**config.mk**
```make
export PLATFORM = sky130hd
export DESIGN_NAME = loop_rd_seq
export DESIGN_NICKNAME = d
export VERILOG_FILES = /design/src/rtl/lrs_pkg.sv /design/src/rtl/lrs_addr_step.sv /design/src/rtl/lrs_snapshot.sv /design/src/rtl/lrs_cfg_regs.sv /design/src/rtl/loop_rd_seq.sv
export SDC_FILE = /design/constraint.sdc
export NUM_CORES = 1
export LEC_CHECK = 0
export CORE_MARGIN = 4
export CORE_UTILIZATION = 45
export DETAILED_ROUTE_END_ITERATION = 7
export DONT_BUFFER_PORTS = 1
export GPL_ROUTABILITY_DRIVEN = 0
export GPL_TIMING_DRIVEN = 0
export PLACE_DENSITY_LB_ADDON = 0.2
export REMOVE_ABC_BUFFERS = 1
export SYNTH_ARGS = -nofsm -noshare
export SYNTH_HDL_FRONTEND = slang
export SYNTH_SLANG_ARGS = --single-unit
export TNS_END_PERCENT = 1
```
**constraint.sdc**
```tcl
create_clock -name clk -period 5.1 [get_ports clk]
set_clock_uncertainty 0.1 [all_clocks]
set_input_delay 0.255 -clock clk [delete_from_list [all_inputs] [get_ports clk]]
set_output_delay 0.255 -clock clk [all_outputs]
set_load 0.02 [all_outputs]
```
**src/rtl/lrs_pkg.sv**
```systemverilog
package lrs_pkg;
    localparam int WORD_W         = 24;
    localparam int BYTE_W         = 8;
    localparam int BYTES_PER_WORD = WORD_W / BYTE_W;
    localparam int IDX_W          = $clog2(BYTES_PER_WORD);
    localparam int NUM_CH         = 6;
    localparam int NUM_CFG        = 5;
    localparam int NUM_REG        = NUM_CH + NUM_CFG;
    localparam int ADDR_W         = 4;
    localparam int STATUS_IDX     = 3;
    localparam int MODE_MSB       = 23;

    localparam logic [ADDR_W-1:0] A_CFG_BASE = ADDR_W'(NUM_CH);
    localparam logic [ADDR_W-1:0] A_MID_HI   = ADDR_W'(NUM_CH + 2);
    localparam logic [ADDR_W-1:0] A_LAST     = ADDR_W'(NUM_REG - 1);

    typedef enum logic [1:0] {
        RM_SINGLE = 2'b00,
        RM_GROUP  = 2'b01,
        RM_TYPE   = 2'b10,
        RM_ALL    = 2'b11
    } rmode_t;

    typedef enum logic {
        ST_IDLE   = 1'b0,
        ST_STREAM = 1'b1
    } seq_state_t;
endpackage

```
**src/rtl/lrs_addr_step.sv**
```systemverilog
module lrs_addr_step
    import lrs_pkg::*;
(
    input  logic [ADDR_W-1:0] cur,
    input  rmode_t            mode,
    output logic [ADDR_W-1:0] nxt
);
    logic [ADDR_W-1:0] lo, hi;

    always_comb begin
        lo = cur;
        hi = cur;
        unique case (mode)
            RM_SINGLE: begin
                lo = cur;
                hi = cur;
            end
            RM_GROUP: begin
                if (cur < A_CFG_BASE) begin
                    lo = {cur[ADDR_W-1:1], 1'b0};
                    hi = {cur[ADDR_W-1:1], 1'b1};
                end else if (cur <= A_MID_HI) begin
                    lo = A_CFG_BASE;
                    hi = A_MID_HI;
                end else begin
                    lo = A_MID_HI + ADDR_W'(1);
                    hi = A_LAST;
                end
            end
            RM_TYPE: begin
                if (cur < A_CFG_BASE) begin
                    lo = '0;
                    hi = A_CFG_BASE - ADDR_W'(1);
                end else begin
                    lo = A_CFG_BASE;
                    hi = A_LAST;
                end
            end
            RM_ALL: begin
                lo = '0;
                hi = A_LAST;
            end
        endcase

        if (cur > A_LAST)
            nxt = (mode == RM_SINGLE) ? cur : '0;
        else if (cur == hi)
            nxt = lo;
        else
            nxt = cur + ADDR_W'(1);
    end
endmodule

```
**src/rtl/lrs_snapshot.sv**
```systemverilog
module lrs_snapshot
    import lrs_pkg::*;
#(
    parameter int N_CH = NUM_CH,
    parameter int W    = WORD_W
) (
    input  logic            clk,
    input  logic            rst_n,
    input  logic            capture,
    input  logic            active,
    input  logic            boundary,
    input  logic            dr,
    input  logic [N_CH*W-1:0] live,
    output logic [N_CH*W-1:0] shadow
);
    logic pend_q;

    always_ff @(posedge clk) begin
        if (!rst_n) begin
            shadow <= '0;
            pend_q <= 1'b0;
        end else if (capture) begin
            shadow <= live;
            pend_q <= 1'b0;
        end else if (active) begin
            if (boundary && (pend_q || dr)) begin
                shadow <= live;
                pend_q <= 1'b0;
            end else if (dr) begin
                pend_q <= 1'b1;
            end
        end else begin
            pend_q <= 1'b0;
        end
    end
endmodule

```
**src/rtl/lrs_cfg_regs.sv**
```systemverilog
module lrs_cfg_regs
    import lrs_pkg::*;
#(
    parameter int N_CFG = NUM_CFG,
    parameter int BASE  = NUM_CH,
    parameter int W     = WORD_W
) (
    input  logic               clk,
    input  logic               rst_n,
    input  logic               wr_en,
    input  logic [ADDR_W-1:0]  wr_addr,
    input  logic [W-1:0]       wr_data,
    output logic [N_CFG*W-1:0] cfg
);
    for (genvar g = 0; g < N_CFG; g++) begin : g_reg
        always_ff @(posedge clk) begin
            if (!rst_n)
                cfg[g*W +: W] <= '0;
            else if (wr_en && (wr_addr == ADDR_W'(BASE + g)))
                cfg[g*W +: W] <= wr_data;
        end
    end
endmodule

```
**src/rtl/loop_rd_seq.sv**
```systemverilog
module loop_rd_seq
    import lrs_pkg::*;
(
    input  logic                     clk,
    input  logic                     rst_n,
    input  logic                     dr_pulse,
    input  logic [NUM_CH*WORD_W-1:0] ch_data,
    input  logic                     wr_en,
    input  logic [ADDR_W-1:0]        wr_addr,
    input  logic [WORD_W-1:0]        wr_data,
    input  logic                     rd_start,
    input  logic [ADDR_W-1:0]        rd_addr,
    input  logic                     rd_end,
    input  logic                     byte_take,
    output logic [BYTE_W-1:0]        byte_out,
    output logic                     byte_valid
);
    localparam logic [IDX_W-1:0] LAST_IDX = IDX_W'(BYTES_PER_WORD - 1);

    seq_state_t state_q, state_d;
    logic [ADDR_W-1:0] addr_q, addr_nxt;
    logic [IDX_W-1:0]  idx_q;
    rmode_t            mode_q, cfg_mode;

    logic [NUM_CH*WORD_W-1:0]  shadow_flat;
    logic [NUM_CFG*WORD_W-1:0] cfg_flat;
    logic [WORD_W-1:0]         word_sel;

    logic start_evt, take_eff, word_end, boundary, snap_active;

    assign cfg_mode    = rmode_t'(cfg_flat[STATUS_IDX*WORD_W + MODE_MSB -: 2]);
    assign start_evt   = (state_q == ST_IDLE) && rd_start;
    assign take_eff    = (state_q == ST_STREAM) && byte_take && !rd_end;
    assign word_end    = take_eff && (idx_q == LAST_IDX);
    assign boundary    = ((idx_q == '0) && !take_eff) || word_end;
    assign snap_active = (state_q == ST_STREAM) && !rd_end;

    // state register
    always_ff @(posedge clk) begin
        if (!rst_n) state_q <= ST_IDLE;
        else        state_q <= state_d;
    end

    // transitions
    always_comb begin
        state_d = state_q;
        unique case (state_q)
            ST_IDLE:   if (rd_start) state_d = ST_STREAM;
            ST_STREAM: if (rd_end)   state_d = ST_IDLE;
        endcase
    end

    // address counter, byte index, latched mode
    always_ff @(posedge clk) begin
        if (!rst_n) begin
            addr_q <= '0;
            idx_q  <= '0;
            mode_q <= RM_SINGLE;
        end else if (start_evt) begin
            addr_q <= rd_addr;
            idx_q  <= '0;
            mode_q <= cfg_mode;
        end else if (take_eff) begin
            if (idx_q == LAST_IDX) begin
                idx_q  <= '0;
                addr_q <= addr_nxt;
            end else begin
                idx_q <= idx_q + IDX_W'(1);
            end
        end
    end

    lrs_addr_step u_step (
        .cur  (addr_q),
        .mode (mode_q),
        .nxt  (addr_nxt)
    );

    lrs_snapshot #(.N_CH(NUM_CH), .W(WORD_W)) u_snap (
        .clk      (clk),
        .rst_n    (rst_n),
        .capture  (start_evt),
        .active   (snap_active),
        .boundary (boundary),
        .dr       (dr_pulse),
        .live     (ch_data),
        .shadow   (shadow_flat)
    );

    lrs_cfg_regs #(.N_CFG(NUM_CFG), .BASE(NUM_CH), .W(WORD_W)) u_cfg (
        .clk     (clk),
        .rst_n   (rst_n),
        .wr_en   (wr_en),
        .wr_addr (wr_addr),
        .wr_data (wr_data),
        .cfg     (cfg_flat)
    );

    always_comb begin
        word_sel = '0;
        if (addr_q < A_CFG_BASE)
            word_sel = shadow_flat[int'(addr_q)*WORD_W +: WORD_W];
        else if (addr_q <= A_LAST)
            word_sel = cfg_flat[(int'(addr_q) - NUM_CH)*WORD_W +: WORD_W];
    end

    // outputs
    always_comb begin
        byte_valid = (state_q == ST_STREAM);
        byte_out   = byte_valid ? word_sel[WORD_W-1 - int'(idx_q)*BYTE_W -: BYTE_W] : '0;
    end
endmodule

```
==> out/results.ini <==
[outcome]
status = completed

[critical_path]
reg2regPathDepth = 10
required_ns = 4.74
critPathArrivalTime_ns = 4.47
rrSetupSlack_ns = 1.21
path_class = flip-flop to output pin
crit_family = adder cells
crit_slowest_cell = fa_2
cpPeakStageDelay_ns = 0.74
startpoint_type = flip-flop
critical_path_buf_inv_count = 1
reg2reg_to = u_snap.shadow[50]$_SDFFE_PN0P_
end_kind = output pin
critical_path.max_fanout = 23
r2r-start = idx_q[0]$_SDFFE_PP0P_
cp_cell_sequence = clkinvlp_4 > ha_1 > xnor2_1 > ha_2 > fa_2 > nand3_1 > nor4_4 > a21oi_1 > or4b_1 > a211oi_4

[finish]
drive_gt1_frac = 0.110
layout_common_cells = nand2_1 (577), a21oi_1 (307), dfxtp_1 (271)
multi_input_area_um2 = 8470
fillerInstances = 2792
fin_area_um2 = 18000
final_nets = 2112
seq_area_um2 = 5500
area_growth_pct = 24.3
final_common_cell = nand2_1

[min_path]
min_to = byte_valid$_SDFF_PN0_
holdPathStages = 2
hold_path.startpoint = rd_start
hold_class = input pin to flip-flop

[power_and_ir_drop]
powerDensity_nw_per_um2 = 331
p_leak_nw = 6.48
ir_drop_uv = 295

[timing]
final_hold_viol_count = 0
setup_violations = 0
tightest_slew_ns = 1.38
setup_slack_ns = 0.274
period_needed_ns = 4.83
fin_crit_sh = 0.946
drv_slew = 0
slew_headroom = 0.0766
rsz0062_at_grt = no
fmax_mhz = 207

[synth]
synth_area_um2 = 14500
postSynthCellCount = 1805
ys.flop_type = dfxtp_1
synth_seq_cells = 274
yosysSeqAreaShare = 0.379
ys_types = 70
async_flop_share = 0
synth-edff-count = 0
yosys_warnings = 0
avgSynthCellArea_um2 = 8.02

[clock_tree]
cts.root.buffer_cell = clkbuf_16
clock-sinks = 274
htree_levels = 1
cts.clk_slew.worst_paths_ns = 0.06
clk_latency_ns = 0.58
clockBufferDepth = 3
numCtsBuffers = 31
cts_tree = built

[die]
pin_count = 192
dieArea_um2 = 35100
core_um2 = 31600
die_y_um = 187
die_x_um = 187
rows = 65
start_util = 0.458

[drt]
drtAntennaViolNets = 0
drc = 0
wirelength_um = 46500
dr.pass1.iters = 5
drt_iter0_drc = 1146
wl_per_cell_um = 19.9
num_vias = 13700
routed_via_density = 5.88

[global_route]
use_met1 = 0.325
grt-busiest-layer = met2
grt_usage = 0.253
grt_max_degree = 149
grt.overflow.total = 0
antenna_found_initial = 3
grt_util_met2 = 0.425
first_global_vias = 13700
grt_pass1_wl_um = 73700
grt_util_met3 = 0.0468

[placement]
hpwl_um = 29100
placed_area_um2 = 14700
portBuffers = 0
dpl_worst_slack_ns = -1.63

[run]
drv_cap = 0

sequential cells by signal (all words and copies together) (netlist names):
name	cells
u_cfg.cfg	120
idx_q	2
addr_q	4
u_snap.pend_q	1
mode_q	2
byte_valid	1
u_snap.shadow	144
kinds of logic (layout without fill, tap and decap cells):
kind of cell | count (synthesis) | in the layout | share of synthesized area
and+or+nand+nor | 696 | 696 | 0.197
AOI/OAI and AO/OA | 474 | 474 | 0.187
DFF | 274 | 274 | 0.379
muxes | 178 | 178 | 0.168
buffers and inverters | 160 | 289 | 0.0504
adders and majority gates | 18 | 18 | 0.0159
xor gates and xnor gates | 5 | 5 | 0.00302
other | 0 | 2 | 0
final cells by class:
| type | instances | area share |
|---|---|---|
| repair buffers | 219 | 0.131 |
| repair inverters | 1 | 0.000278 |
| multi-input cells | 1371 | 0.470 |
| well taps | 402 | 0.0279 |
| clock buffers | 48 | 0.0528 |
| clock inverters | 7 | 0.00834 |
| inverters | 14 | 0.00403 |
| diodes | 2 | 0.000278 |
| flip-flops and latches | 274 | 0.305 |
where the power goes:
part | switching, mW | internal (mW)
logic | 0.736 | 0.529
registers | 0.0744 | 2.23
clock network | 0.916 | 1.47
total | 1.73 | 4.24
layer usage:
metal	wire, µm	up-vias
met5	7	-
met4	1960	2
met3	3080	145
met2	22100	501
met1	19400	6570
li1	-	6529
synthesized netlist by cell type (10+ instances only):
cell type	n	area, µm²
a2111oi_0	10	87.6
nor2_1	44	165
buf_2	22	110
nand2_1	577	2170
o22ai_1	11	68.8
o21ai_0	46	230
o21ai_1	10	50.1
clkbuf_1	99	372
dfxtp_1	274	5490
o211ai_1	10	75.1
a31oi_1	11	68.8
mux4_2	48	1080
mux2i_1	94	941
nand2b_1	11	68.8
o221ai_1	10	87.6
ha_1	16	200
a21oi_1	307	1540
mux2_2	36	405
inv_1	11	41.3
buf_4	11	82.6
metrics by stage:
step	util	hold slack (ns)	TNS, ns	cells	power (mW)
2_1_floorplan	-	0.280	-203.85	1659	3.09
3_3_place_gp	0.452	0.289	-708.45	2061	3.37
3_5_place_dp	0.466	0.296	-11.93	2079	3.37
4_1_cts	0.565	0.000263	-0.00259	2327	5.93
5_1_grt	0.569	0.0241	0	2337	6.18
6_report	0.569	0.0127	0	2338	5.96
worst register-to-register path, delay by kind of cell (launching register included):
kind,cells,cell delay [ns]
flip-flops,1,0.90
buffers and inverters,4,1.17
adder cells (fa/ha/maj),1,0.37
AO/OA/AOI/OAI,1,0.14
multiplexers,1,0.34
AND/OR/NAND/NOR,3,0.78
how the worst max path moves through the flow:
| stage | depth (start not counted) | startpoint | to | slack [ns] |
|---|---|---|---|---|
| after floorplan | 7 | addr_q[0]$_SDFFE_PN0P_ | byte_out[6] | -5.84 |
| after global placement | 6 | addr_q[0]$_SDFFE_PN0P_ | byte_out[1] | -10.50 |
| after detailed placement | 9 | addr_q[2]$_SDFFE_PN0P_ | byte_out[1] | -1.63 |
| after CTS | 10 | addr_q[2]$_SDFFE_PN0P_ | byte_out[6] | -0.003 |
| after global routing | 11 | addr_q[2]$_SDFFE_PN0P_ | byte_out[1] | 0.08 |
| final | 10 | addr_q[2]$_SDFFE_PN0P_ | byte_out[6] | 0.27 |
repair_timing:
item / CTS / global route
hold endpoints to repair: 272 / 0
hold buffers: 181 / 0
resized for setup: 28 / 10
cloned: 1 / 0
buffers inserted: 11 / 9
endpoints found under the setup margin: 8 / 7
pin swaps: 5 / 6
Power figures use the tool's default switching activity.
